<file path="config.mk">
export PLATFORM = sky130hd
export DESIGN_NAME = ptimer_top
export DESIGN_NICKNAME = d
export VERILOG_FILES = /design/src/rtl/ptimer_pkg.sv /design/src/rtl/ptimer_edge.sv /design/src/rtl/ptimer_prescaler.sv /design/src/rtl/ptimer_counter.sv /design/src/rtl/ptimer_top.sv
export SDC_FILE = /design/constraint.sdc
export NUM_CORES = 1
export LEC_CHECK = 0
export BUFFER_PORTS_ARGS = -buffer_cell sky130_fd_sc_hd__buf_2
export CORE_MARGIN = 2
export CORE_UTILIZATION = 50
export DETAILED_ROUTE_END_ITERATION = 12
export PLACE_DENSITY = 0.83
export RECOVER_POWER = 25
export SLEW_MARGIN = 30
export SYNTH_ARGS = -nofsm -noshare
export SYNTH_HDL_FRONTEND = slang
export SYNTH_SLANG_ARGS = --single-unit
</file>
<file path="constraint.sdc">
create_clock -name clk -period 3.73 [get_ports clk]
set_input_delay 0.746 -clock clk [delete_from_list [all_inputs] [get_ports clk]]
set_output_delay 0.746 -clock clk [all_outputs]
set_load 0.05 [all_outputs]
</file>
<file path="src/rtl/ptimer_pkg.sv">
package ptimer_pkg;

  localparam int BYTE_W  = 8;
  localparam int RATIO_W = 3;

  // Control byte layout, most significant bit first
  typedef struct packed {
    logic               flag;        // bit 7: overflow flag
    logic               irq_mask;    // bit 6: 1 masks the request
    logic [RATIO_W-1:0] ratio;       // bits 5:3: prescale exponent
    logic               pre_to_wdt;  // bit 2: prescaler owned by watchdog
    logic               ext_src;     // bit 1: count external pin edges
    logic               fall_edge;   // bit 0: count falling pin edges
  } tctl_t;

  localparam tctl_t CTL_RESET = tctl_t'(8'h40);

  // Mask of low prescaler bits that must all be set for a tick.
  // The timer gets one extra doubling compared to the watchdog.
  function automatic logic [BYTE_W-1:0] pre_mask(input logic [RATIO_W-1:0] ratio,
                                                 input logic for_timer);
    logic [BYTE_W:0] span;
    span = (BYTE_W+1)'(1) << (int'(ratio) + int'(for_timer));
    return BYTE_W'(span - (BYTE_W+1)'(1));
  endfunction

endpackage

</file>
<file path="src/rtl/ptimer_edge.sv">
module ptimer_edge #(
  parameter int STAGES = 2
) (
  input  logic clk,
  input  logic rst_n,
  input  logic pin_i,
  input  logic fall_sel_i,
  output logic edge_o
);
  localparam int TOP = STAGES - 1;

  logic [STAGES-1:0] sync_q;
  logic              prev_q;
  logic              rise_w;
  logic              fall_w;

  always_ff @(posedge clk or negedge rst_n) begin
    if (!rst_n) begin
      sync_q <= '0;
      prev_q <= 1'b0;
    end else begin
      sync_q <= {sync_q[STAGES-2:0], pin_i};
      prev_q <= sync_q[TOP];
    end
  end

  assign rise_w = sync_q[TOP] & ~prev_q;
  assign fall_w = ~sync_q[TOP] & prev_q;
  assign edge_o = fall_sel_i ? fall_w : rise_w;


  rise_spacing_chk: assert property (@(posedge clk) disable iff (!rst_n)
    rise_w |=> !rise_w);


  fall_spacing_chk: assert property (@(posedge clk) disable iff (!rst_n)
    fall_w |=> !fall_w);

endmodule

</file>
<file path="src/rtl/ptimer_prescaler.sv">
module ptimer_prescaler #(
  parameter int W = 8
) (
  input  logic         clk,
  input  logic         rst_n,
  input  logic         clr_i,
  input  logic         ev_i,
  input  logic [W-1:0] mask_i,
  output logic         tick_o
);
  logic [W-1:0] phase_q;
  logic         match_w;

  assign match_w = ((phase_q & mask_i) == mask_i);
  assign tick_o  = ev_i & match_w;

  always_ff @(posedge clk or negedge rst_n) begin
    if (!rst_n)     phase_q <= '0;
    else if (clr_i) phase_q <= '0;
    else if (ev_i)  phase_q <= phase_q + W'(1);
  end


  tick_needs_event_chk: assert property (@(posedge clk) disable iff (!rst_n)
    tick_o |-> ev_i);


  phase_restart_chk: assert property (@(posedge clk) disable iff (!rst_n)
    clr_i |=> (phase_q == '0));

endmodule

</file>
<file path="src/rtl/ptimer_counter.sv">
module ptimer_counter #(
  parameter int W = 8
) (
  input  logic         clk,
  input  logic         rst_n,
  input  logic         ld_i,
  input  logic [W-1:0] ld_val_i,
  input  logic         dec_i,
  output logic [W-1:0] cnt_o,
  output logic         zero_hit_o
);
  logic [W-1:0] cnt_q;
  logic         step_w;

  assign step_w     = dec_i & ~ld_i;
  assign zero_hit_o = step_w & (cnt_q == W'(1));
  assign cnt_o      = cnt_q;

  always_ff @(posedge clk or negedge rst_n) begin
    if (!rst_n)      cnt_q <= '1;
    else if (ld_i)   cnt_q <= ld_val_i;
    else if (dec_i)  cnt_q <= cnt_q - W'(1);
  end


  load_value_chk: assert property (@(posedge clk) disable iff (!rst_n)
    ld_i |=> (cnt_q == $past(ld_val_i)));


  step_by_one_chk: assert property (@(posedge clk) disable iff (!rst_n)
    (dec_i && !ld_i && cnt_q != '0) |=> (cnt_q == $past(cnt_q) - W'(1)));


  wrap_to_max_chk: assert property (@(posedge clk) disable iff (!rst_n)
    (dec_i && !ld_i && cnt_q == '0) |=> (cnt_q == '1));

endmodule

</file>
<file path="src/rtl/ptimer_top.sv">
module ptimer_top
  import ptimer_pkg::*;
#(
  parameter int SYNC_STAGES = 2
) (
  input  logic              clk,
  input  logic              rst_n,
  input  logic              wr_en_i,
  input  logic              wr_sel_i,
  input  logic [BYTE_W-1:0] wr_data_i,
  input  logic              ext_pin_i,
  input  logic              wdt_base_i,
  output logic [BYTE_W-1:0] count_o,
  output logic [BYTE_W-1:0] ctrl_o,
  output logic              irq_o,
  output logic              wdt_tick_o
);
  tctl_t             ctl_q;
  logic              ctl_wr_w;
  logic              dat_wr_w;
  logic              pin_edge_w;
  logic              src_ev_w;
  logic              pre_ev_w;
  logic              pre_tick_w;
  logic              tmr_tick_w;
  logic              zero_hit_w;
  logic              flag_clr_w;
  logic [BYTE_W-1:0] mask_w;

  assign ctl_wr_w = wr_en_i &  wr_sel_i;
  assign dat_wr_w = wr_en_i & ~wr_sel_i;

  ptimer_edge #(.STAGES(SYNC_STAGES)) u_edge (
    .clk        (clk),
    .rst_n      (rst_n),
    .pin_i      (ext_pin_i),
    .fall_sel_i (ctl_q.fall_edge),
    .edge_o     (pin_edge_w)
  );

  // Event source: one per clock, or one per selected pin edge
  assign src_ev_w = ctl_q.ext_src ? pin_edge_w : 1'b1;

  // Prescaler input follows its owner
  assign pre_ev_w = ctl_q.pre_to_wdt ? wdt_base_i : src_ev_w;
  assign mask_w   = pre_mask(ctl_q.ratio, ~ctl_q.pre_to_wdt);

  ptimer_prescaler #(.W(BYTE_W)) u_pre (
    .clk    (clk),
    .rst_n  (rst_n),
    .clr_i  (ctl_wr_w),
    .ev_i   (pre_ev_w),
    .mask_i (mask_w),
    .tick_o (pre_tick_w)
  );

  assign tmr_tick_w = ctl_q.pre_to_wdt ? src_ev_w   : pre_tick_w;
  assign wdt_tick_o = ctl_q.pre_to_wdt ? pre_tick_w : wdt_base_i;

  ptimer_counter #(.W(BYTE_W)) u_cnt (
    .clk        (clk),
    .rst_n      (rst_n),
    .ld_i       (dat_wr_w),
    .ld_val_i   (wr_data_i),
    .dec_i      (tmr_tick_w),
    .cnt_o      (count_o),
    .zero_hit_o (zero_hit_w)
  );

  assign flag_clr_w = ctl_wr_w & ~wr_data_i[BYTE_W-1];

  always_ff @(posedge clk or negedge rst_n) begin
    if (!rst_n) begin
      ctl_q <= CTL_RESET;
    end else begin
      if (ctl_wr_w) begin
        ctl_q.irq_mask   <= wr_data_i[6];
        ctl_q.ratio      <= wr_data_i[5:3];
        ctl_q.pre_to_wdt <= wr_data_i[2];
        ctl_q.ext_src    <= wr_data_i[1];
        ctl_q.fall_edge  <= wr_data_i[0];
      end
      // Hardware set outranks a software clear
      ctl_q.flag <= zero_hit_w | (ctl_q.flag & ~flag_clr_w);
    end
  end

  assign ctrl_o = ctl_q;
  assign irq_o  = ctl_q.flag & ~ctl_q.irq_mask;


  flag_fall_cause_chk: assert property (@(posedge clk) disable iff (!rst_n)
    $fell(ctl_q.flag) |-> $past(ctl_wr_w && !wr_data_i[BYTE_W-1]));


  flag_rise_at_zero_chk: assert property (@(posedge clk) disable iff (!rst_n)
    $rose(ctl_q.flag) |-> (count_o == '0));


  irq_rise_cause_chk: assert property (@(posedge clk) disable iff (!rst_n)
    $rose(irq_o) |-> ($rose(ctl_q.flag) || $fell(ctl_q.irq_mask)));


  wdt_owner_step_chk: assert property (@(posedge clk) disable iff (!rst_n)
    (ctl_q.pre_to_wdt && !ctl_q.ext_src && !dat_wr_w) |=> (count_o == $past(count_o) - BYTE_W'(1)));

endmodule

</file>
==> flow_summary_export.csv, run 1 <==
group,metric,value,unit
finish,diodes,0,
placed_design,place_inst,320,
yosys,synth.avg_cell_area,8.639,um^2
detailed_routing,antenna_left,0,
outcome,failed_checks,"capacitance limit",
power,p_per_area,566.4,nW/um^2
global_route,grt_pass1_wl,8556,um
setup_path,cp-start-kind,"register",
floorplan,io_pins,32,
clock_tree,cts_max_level,1,
sta,worstMarginPinSlew,1.491,ns
clock_tree,clock_latency,0.28,ns
clock_tree,clk_pin_slew,0.09,ns
floorplan,dieWidth,68.53,um
global_route,grt_pass1_vias,1780,
clock_tree,cts_sinks,27,
floorplan,die-area,4696,um^2
yosys,ys.warnings.count,0,
sta,final_max_slew_viol_count,0,
sta,setup_viol,0,
yosys,synth_area,2082,um^2
placed_design,placement.io_buffers,31,
clock_tree,clock-root-buffer,"clkbuf_8",
yosys,syn-num-nets,262,
placed_design,gp_congestion,0.9206,
finish,synthToLayoutAreaGrowth,21.21,%
detailed_routing,avgViaCountPerCell,6.009,
clock_tree,postCtsHoldBufs,0,
yosys,synth_cells,241,
global_route,grtUsageTotal,0.2446,
power,p_leak,1.084,nW
detailed_routing,wl_per_cell,16.25,um
floorplan,initial_core_util,0.5205,
hold_path,min_path_type,"reg2reg",
detailed_routing,drtIter0Drc,153,
sta,hold_violations,0,
setup_path,path_class,"reg2out",
yosys,synth_cell_types,61,
sta,fmax,269.4,MHz
global_route,grt_max_degree,28,
setup_path,cp-end-kind,"primary output",
finish,fin_cells,330,
outcome,status,"finished, violations left",
detailed_routing,drt_pass1_iterations,4,
yosys,synth-seq-cells,27,
finish,fin_nets,302,
detailed_routing,drc,0,
yosys,ys_async_sr_fraction,1.000,
detailed_routing,drt-total-wl,5361,um
floorplan,die_h,68.53,um
placed_design,dp_hpwl,3903,um
yosys,synth_edf_count,0,
sta,skew,0.008898,ns
sta,relSlewSlack,0.005981,
floorplan,core_region_area,4000,um^2
setup_path,worstPathRequired,2.98,ns
sta,rsz0062_at_grt,"yes",
setup_path,cp_data_arrival_time,2.97,ns
flow_run,cap_violations,1,
global_route,grt-ovfl-total,0,
yosys,synth_seq_area_share,0.3299,
setup_path,path_max_fanout,5,
clock_tree,tritoncts,"done",
yosys,synth_ff_type,"dfrtp_1",
finish,drive_above_1_share,0.3250,
sta,layout_min_cycle_time,3.711,ns
clock_tree,clockBufferDepth,2,
sta,fin_crit_sh,0.9950,
power,p_total,1.429,mW
clock_tree,cts_made_buffers,3,
floorplan,placementRows,23,
global_route,antenna_found_initial,0,
detailed_routing,vias,1983,
power,ir_drop,0.3653,mV
-- worst max-delay path, stage by stage (launching register included) --
cell      delay, ns
dfrtp_2        0.44
ha_4           0.17
ha_4           0.18
xnor2_4        0.14
a22o_1         0.22
nand2b_1       0.13
ha_4           0.18
and2_1         0.13
o221ai_2       0.11
a221oi_2       0.35
a221oi_4       0.07
and3_4         0.21
o21a_4         0.21
buf_8          0.14
-- where the power goes --
group	internal [mW]	switching [mW]	total, mW
registers	0.378	0.0977	0.475
clock network	0.0767	0.0938	0.170
logic	0.314	0.469	0.784
-- layout make-up --
cell class | count | area (um^2)
fillers | 348 | 1476
multi-input cells | 191 | 1391
repair buffers | 49 | 299.0
clock buffers | 4 | 45.04
flip-flops and latches | 27 | 689.4
well taps | 50 | 62.56
inverters | 9 | 36.28
-- state kept, by name, summed over array words and instances, names as in the netlist --
name,count
ctrl_o,8
u_cnt.cnt_o,8
u_edge.prev_q,1
u_edge.sync_q,2
u_pre.phase_q,8
-- layout by cell type (no fill, tap or decap), types with 7 or more instances in the layout --
cell,count
dfstp_2,9
a21oi_1,8
nor2_1,25
nand3_1,7
nand2_1,41
buf_4,18
inv_1,8
buf_2,29
o21ai_0,7
dfrtp_1,16
-- final timing paths --
| path | start | slack (ns) | cells after the start | end |
|---|---|---|---|---|
| max | ctrl_o[3] | 0.02 | 13 | wdt_tick_o |
| min | u_edge.sync_q[0] | 0.36 | 0 | u_edge.sync_q[1] |
| max reg2reg | ctrl_o[3] | 0.66 | 15 | u_cnt.cnt_o[2] |
| min reg2reg | u_edge.sync_q[0] | 0.36 | 0 | u_edge.sync_q[1] |
| max in group asynchronous | rst_n | 1.94 | 1 | ctrl_o[2] |
| min in group asynchronous | rst_n | 0.82 | 1 | ctrl_o[4] |
-- metal layers --
metal | part of all wire | vias up | global-route usage
li1 | - | 944 | -
met1 | 0.43 | 957 | 0.3306
met2 | 0.50 | 71 | 0.4123
met3 | 0.048 | 11 | 0.02597
met4 | 0.018 | 0 | 0.07250
met5 | 0 | - | 0
-- cells in the mapped netlist (6+ instances only) --
library cell  number  area, um^2
nor2b_1            6       37.54
nor2_1            26       97.59
dfstp_2            9       236.5
ha_1               7       87.58
clkbuf_1           6       22.52
xor2_1             6       52.55
o21ai_0            7       35.03
nand3_1            7       35.03
o211ai_1           6       45.04
a21oi_1            8       40.04
dfrtp_1           18       450.4
nand2_1           41       153.9
inv_1              8       30.03
-- through the flow --
stage | worst slack (ns) | utilization | setup TNS [ns] | hold WS [ns] | cell area, um^2
2_1_floorplan | -0.2044 | - | -0.2044 | 0.3312 | 2147
3_3_place_gp | 0.07013 | 0.5899 | 0 | 0.3352 | 2360
3_5_place_dp | 0.01144 | 0.5899 | 0 | 0.3387 | 2360
4_1_cts | 0.002660 | 0.6262 | 0 | 0.3589 | 2505
5_1_grt | -0.05244 | 0.6309 | -0.05244 | 0.3621 | 2524
6_report | 0.01857 | 0.6309 | 0 | 0.3561 | 2524
-- cells by family after synthesis --
| logic type | synth area share |
|---|---|
| AO/OA/AOI/OAI | 0.2085 |
| XOR/XNOR | 0.05409 |
| adder cells (fa/ha/maj) | 0.04207 |
| buffers and inverters | 0.06009 |
| flip-flops | 0.3299 |
| multiplexers | 0.01502 |
| AND/OR/NAND/NOR | 0.2903 |
-- repair_timing --
action                                 CTS  global route
setup endpoints to repair                1             1
pin swaps                                4             5
gates resized for setup                 11             1
buffers inserted                         4             2
endpoints found under the hold margin    0             0
Note: power is estimated with default switching activity, not from simulation.
==> run 2: changes to the inputs <==
--- a/config.mk
+++ b/config.mk
@@ -5,11 +5,12 @@
 export SDC_FILE = /design/constraint.sdc
 export NUM_CORES = 1
 export LEC_CHECK = 0
+export ABC_AREA = 1
 export BUFFER_PORTS_ARGS = -buffer_cell sky130_fd_sc_hd__buf_2
 export CORE_MARGIN = 2
 export CORE_UTILIZATION = 50
 export DETAILED_ROUTE_END_ITERATION = 12
-export PLACE_DENSITY = 0.83
+export PLACE_DENSITY = 0.85
 export RECOVER_POWER = 25
 export SLEW_MARGIN = 30
 export SYNTH_ARGS = -nofsm -noshare
==> flow_summary_export.csv, run 2 <==
group,metric,value,unit
yosys,synth_edf_count,0,
setup_path,cp_slowest_cell,"dfrtp_1",
finish,synthToLayoutAreaGrowth,13.04,%
sta,relSlewSlack,0.09531,
detailed_routing,vias,1663,
clock_tree,clk_pin_slew,0.14,ns
detailed_routing,avgViaCountPerCell,5.133,
global_route,grt_max_degree,28,
flow_run,cap_violations,0,
setup_path,slowest_delay,0.45,ns
yosys,ys.warnings.count,0,
clock_tree,cts_setup_buffers,0,
yosys,synth-seq-cells,27,
sta,worstMarginPinSlew,1.357,ns
yosys,synth_top_cell_by_area,"dfrtp_1",
yosys,synth.avg_cell_area,7.107,um^2
sta,setup_viol,0,
yosys,synth_cell_types,28,
finish,layout_commonest_cell,"nand2_1",
yosys,synth_xor_area_frac,0.02994,
yosys,synth_top_area_frac,0.2566,
yosys,synth_common_cells,"nand2_1, inv_1, nand3_1",
sta,final_max_slew_viol_count,0,
placed_design,gp_congestion,0.9533,
detailed_routing,antenna_left,0,
clock_tree,clock_latency,0.32,ns
setup_path,cp_data_arrival_time,2.81,ns
setup_path,cp-start-kind,"register",
hold_path,min_from,"u_edge.sync_q[0]",
yosys,synth_cells,247,
finish,stdcell_area,1984,um^2
clock_tree,clock-root-buffer,"clkbuf_4",
yosys,syn-num-nets,268,
sta,fmax,281.5,MHz
finish,diodes,0,
yosys,synth_top_family_by_area,"simple AND/OR/NAND/NOR gates",
clock_tree,cts_max_level,1,
hold_path,min_path_type,"reg2reg",
finish,drive_above_1_share,0.2122,
finish,most-common-layout-cells,"nand2_1, inv_1, buf_2",
placed_design,placement.io_buffers,31,
yosys,synthTopCellsByArea,"dfrtp_1, nand2_1, dfstp_2",
detailed_routing,drt_pass1_iterations,4,
yosys,synth_seq_area_share,0.3913,
floorplan,dieWidth,63.25,um
placed_design,place_inst,320,
global_route,grt-ovfl-total,0,
sta,hold_violations,0,
outcome,status,"finished clean",
detailed_routing,drtIter0Drc,93,
yosys,yosys.area_share.simple,0.3685,
setup_path,cp-end-kind,"primary output",
sta,rsz0062_at_grt,"no",
yosys,synth.most_common_cell,"nand2_1",
finish,fin_cells,324,
yosys,synth_area,1755,um^2
setup_path,critPathBufInv,4,
sta,layout_min_cycle_time,3.552,ns
global_route,grtUsageTotal,0.2026,
placed_design,dp_hpwl,2931,um
floorplan,io_pins,32,
setup_path,worstPathRequired,2.98,ns
finish,fin_nets,300,
setup_path,ff2ff_setup_slack,1.10,ns
floorplan,placementRows,21,
power,ir_drop,0.4553,mV
setup_path,path_max_fanout,6,
power,p_per_area,644.1,nW/um^2
sta,skew,0.005860,ns
floorplan,die-area,4001,um^2
detailed_routing,drt-total-wl,3684,um
clock_tree,clockBufferDepth,2,
global_route,grt_pass1_vias,1577,
power,p_total,1.278,mW
floorplan,initial_core_util,0.5219,
detailed_routing,drc,0,
global_route,grt_pass1_wl,6568,um
clock_tree,tritoncts,"done",
finish,final_core_util,0.5900,
yosys,synth_ff_type,"dfrtp_1",
sta,setup_tns,0,ns
setup_path,path_class,"reg2out",
setup_path,cp-startpoint,"ctrl_o[2]",
floorplan,die_h,63.25,um
power,p_leak,1.043,nW
clock_tree,cts_sinks,27,
floorplan,core_region_area,3363,um^2
setup_path,crit_path_cell_trace,"inv_2, ha_1, ha_1, inv_1, nand2_1, nand2_2, nor2_4, nand3_1, ha_1, inv_1, nand2_1, nand3_1, nand4_1, nor2_1, nand2_1, a21boi_2, buf_4",
yosys,synthMuxAreaShare,0,
sta,fin_crit_sh,0.9522,
setup_path,crit_family,"simple AND/OR/NAND/NOR gates",
global_route,antenna_found_initial,0,
setup_path,timing.rr.start,"ctrl_o[2]",
yosys,synth_compound_area_frac,0.07912,
yosys,synthAdderAreaFrac,0.04989,
placed_design,placedInstanceArea,1957,um^2
detailed_routing,wl_per_cell,11.37,um
clock_tree,cts_made_buffers,3,
yosys,ys_async_sr_fraction,1.000,
-- run 2: changes by cell type in the layout (fill, tap and decap cells not counted), moves of 5 or more --
cell      change
buf_4        -16
inv_1        +21
nand2_1      +39
nand2b_1      -5
nand3_1      +18
nor2_1        -9
nor2b_1       -5
o211ai_1      -6
o21ai_0       +8
-- run 2: path summary, 6_finish.rpt --
path                       cells past startpoint               end
setup / recovery                              17        wdt_tick_o
hold / removal                                 0  u_edge.sync_q[1]
setup reg to reg                              20    u_cnt.cnt_o[4]
hold reg to reg                                0  u_edge.sync_q[1]
max in group asynchronous                      1     u_edge.prev_q
min in group asynchronous                      1  u_pre.phase_q[6]
-- run 2: final cells by class --
type,instances,area (um^2)
clock buffers,4,26.28
multi-input cells,183,929.6
inverters,32,120.1
well taps,46,57.56
fillers,356,1379
flip-flops and latches,27,686.9
repair buffers,32,163.9
-- run 2: where the power goes --
| part | internal, mW | switching, mW | leakage (nW) |
|---|---|---|---|
| combinational | 0.207 | 0.477 | 0.704 |
| clock | 0.0418 | 0.0804 | 0.0150 |
| sequential | 0.393 | 0.0796 | 0.324 |
| total | 0.642 | 0.637 | 1.04 |
-- run 2: cells by family after synthesis --
| kind of cell | count (synthesis) |
|---|---|
| AND/OR/NAND/NOR | 144 |
| buffers and inverters | 37 |
| flip-flops | 27 |
| AO/OA/AOI/OAI | 26 |
| adder cells (fa/ha/maj) | 7 |
| XOR/XNOR | 6 |
-- run 2: timing repair --
item,4_1_cts,5_1_grt
hold buffers,0,0
setup endpoints to repair,0,1
resized for setup,0,3
-- run 2: per-layer routing --
layer / global-route usage / wire (um) / vias up
met5: 0 / 0 / -
met4: 0.07880 / 61 / 0
met3: 0.01786 / 99 / 6
met2: 0.3644 / 1840 / 32
met1: 0.2509 / 1682 / 774
li1: - / - / 851
-- run 2: stage by stage --
| stage | setup slack (ns) | hold slack [ns] |
|---|---|---|
| 2_1_floorplan | 0.2033 | 0.3312 |
| 3_3_place_gp | 0.5791 | 0.3384 |
| 3_5_place_dp | 0.4665 | 0.3413 |
| 4_1_cts | 0.09078 | 0.3725 |
| 5_1_grt | 0.01169 | 0.3865 |
| 6_report | 0.1782 | 0.3702 |
==> run 3: changes to the inputs <==
--- a/config.mk
+++ b/config.mk
@@ -7,7 +7,6 @@
 export LEC_CHECK = 0
 export ABC_AREA = 1
 export BUFFER_PORTS_ARGS = -buffer_cell sky130_fd_sc_hd__buf_2
-export CORE_MARGIN = 2
 export CORE_UTILIZATION = 50
 export DETAILED_ROUTE_END_ITERATION = 12
 export PLACE_DENSITY = 0.85
==> flow_summary_export.csv, run 3 (synthesis gave the netlist of run 2 again) <==
group,metric,value,unit
outcome,status,"finished clean",
setup_path,path_max_fanout,4,
setup_path,cp-startpoint,"ctrl_o[2]",
power,seq_power_share,0.364,
sta,setup_viol,0,
finish,layout_commonest_cell,"nand2_1",
sta,setup_tns,0,ns
finish,most-common-layout-cells,"nand2_1, inv_1, buf_2",
detailed_routing,drc,0,
finish,final_core_util,0.6063,
finish,synthToLayoutAreaGrowth,15.25,%
floorplan,io_pins,32,
detailed_routing,avgViaCountPerCell,5.043,
placed_design,placement.io_buffers,31,
sta,whs,0.3635,ns
finish,fill_cells,313,
sta,final_max_slew_viol_count,0,
global_route,grt_pass1_vias,1351,
clock_tree,clockBufferDepth,2,
sta,skew,0.004004,ns
placed_design,gp_congestion,0.8857,
setup_path,worstPathRequired,2.98,ns
hold_path,min_path_type,"reg2reg",
placed_design,placedInstanceArea,1957,um^2
placed_design,dp_hpwl,2905,um
clock_tree,cts_made_buffers,3,
floorplan,die-area,3752,um^2
floorplan,placementRows,21,
sta,layout_min_cycle_time,3.512,ns
setup_path,cp-start-kind,"register",
sta,fin_crit_sh,0.9415,
clock_tree,clock_latency,0.32,ns
power,internal_power,652.3,uW
floorplan,die_h,61.25,um
sta,hold_violations,0,
hold_path,min_from,"u_edge.sync_q[0]",
detailed_routing,vias,1654,
flow_run,cap_violations,0,
global_route,grt_pass1_wl,5844,um
sta,fmax,284.8,MHz
clock_tree,cts_max_level,1,
sta,setup_slack,0.2182,ns
detailed_routing,drt_pass1_iterations,4,
setup_path,cp_slowest_cell,"dfrtp_1",
clock_tree,cts_sinks,27,
floorplan,initial_core_util,0.5261,
power,pwr-share-clk,0.095,
detailed_routing,drtIter0Drc,68,
placed_design,place_inst,320,
global_route,grt-ovfl-total,0,
setup_path,crit_path_cell_trace,"inv_2, ha_1, ha_2, inv_1, nand2_1, nand2_2, nor2_4, nand3_1, ha_2, nor2_1, a21oi_1, nand4_1, nor2_1, nand2_1, a21boi_2, buf_6",
clock_tree,clock-root-buffer,"clkbuf_4",
setup_path,cp-end-kind,"primary output",
clock_tree,clk_pin_slew,0.13,ns
power,p_total,1.297,mW
setup_path,timing.rr.start,"ctrl_o[2]",
finish,fin_nets,304,
finish,diodes,0,
power,ir_drop,0.3601,mV
detailed_routing,antenna_left,0,
finish,drive_above_1_share,0.2305,
detailed_routing,drt-total-wl,3855,um
power,p_sw,644.7,uW
detailed_routing,wl_per_cell,11.75,um
global_route,antenna_found_initial,0,
floorplan,core_region_area,3337,um^2
power,p_sw_frac,0.4971,
clock_tree,tritoncts,"done",
finish,fin_cells,328,
power,pwr-share-comb,0.541,
sta,worstMarginPinSlew,1.363,ns
sta,relSlewSlack,0.09161,
power,p_per_area,641.0,nW/um^2
global_route,grtUsageTotal,0.2127,
placed_design,dp_slack,0.4814,ns
finish,stdcell_area,2023,um^2
setup_path,cp_data_arrival_time,2.77,ns
global_route,grt_max_degree,28,
setup_path,slowest_delay,0.43,ns
floorplan,dieWidth,61.25,um
clock_tree,postCtsHoldBufs,0,
setup_path,path_class,"reg2out",
power,p_leak,1.059,nW
-- run 3: changes by cell type in the layout (fill, tap and decap cells not counted), sizes merged --
| cell | previous run | this run |
|---|---|---|
| buf | 31 | 35 |
-- run 3: power groups by stage --
stage,Clock [mW],Combinational [mW],Sequential [mW]
3_5_place_dp,0,0.683,0.477
6_report,0.123,0.702,0.472
4_1_cts,0.128,0.685,0.472
5_1_grt,0.139,0.775,0.483
2_1_floorplan,0,0.369,0.647
3_3_place_gp,0,0.666,0.474
-- run 3: worst paths after layout --
path | endpoint | slack (ns) | cells after the start
max in group asynchronous | u_edge.sync_q[1] | 2.23 | 1
worst max-delay path | wdt_tick_o | 0.22 | 16
worst min-delay path | u_edge.sync_q[1] | 0.36 | 0
worst min register to register | u_edge.sync_q[1] | 0.36 | 0
worst max register to register | u_cnt.cnt_o[6] | 1.11 | 19
min in group asynchronous | u_pre.phase_q[2] | 0.70 | 1
-- run 3: worst max-delay path, delay by kind of cell (launching register included) --
family | cells | cell delay (ns)
buffers and inverters | 3 | 0.32
AND/OR/NAND/NOR | 8 | 0.76
AO/OA/AOI/OAI | 2 | 0.27
adder cells (fa/ha/maj) | 3 | 0.69
flip-flops | 1 | 0.43
-- run 3: area by class of cell --
type,count,area (um^2),share of cell area
flip-flops and latches,27,686.9,0.3395
inverters,32,120.1,0.05937
multi-input cells,183,934.6,0.4620
well taps,46,57.56,0.02845
repair buffers,36,197.7,0.09771
clock buffers,4,26.28,0.01299
-- run 3: what timing repair did --
| item | CTS | global route |
|---|---|---|
| resized for setup | 0 | 6 |
| setup buffers | 0 | 4 |
| endpoints found under the setup margin | 0 | 1 |
-- run 3: routing by layer --
layer	up-vias	routed length [um]	GRT usage	part of all wire
met2	46	1830	0.3463	0.47
met3	10	134	0.02521	0.035
met5	-	0	0	0
met1	732	1779	0.2846	0.46
met4	0	110	0.09740	0.029
li1	866	-	-	-
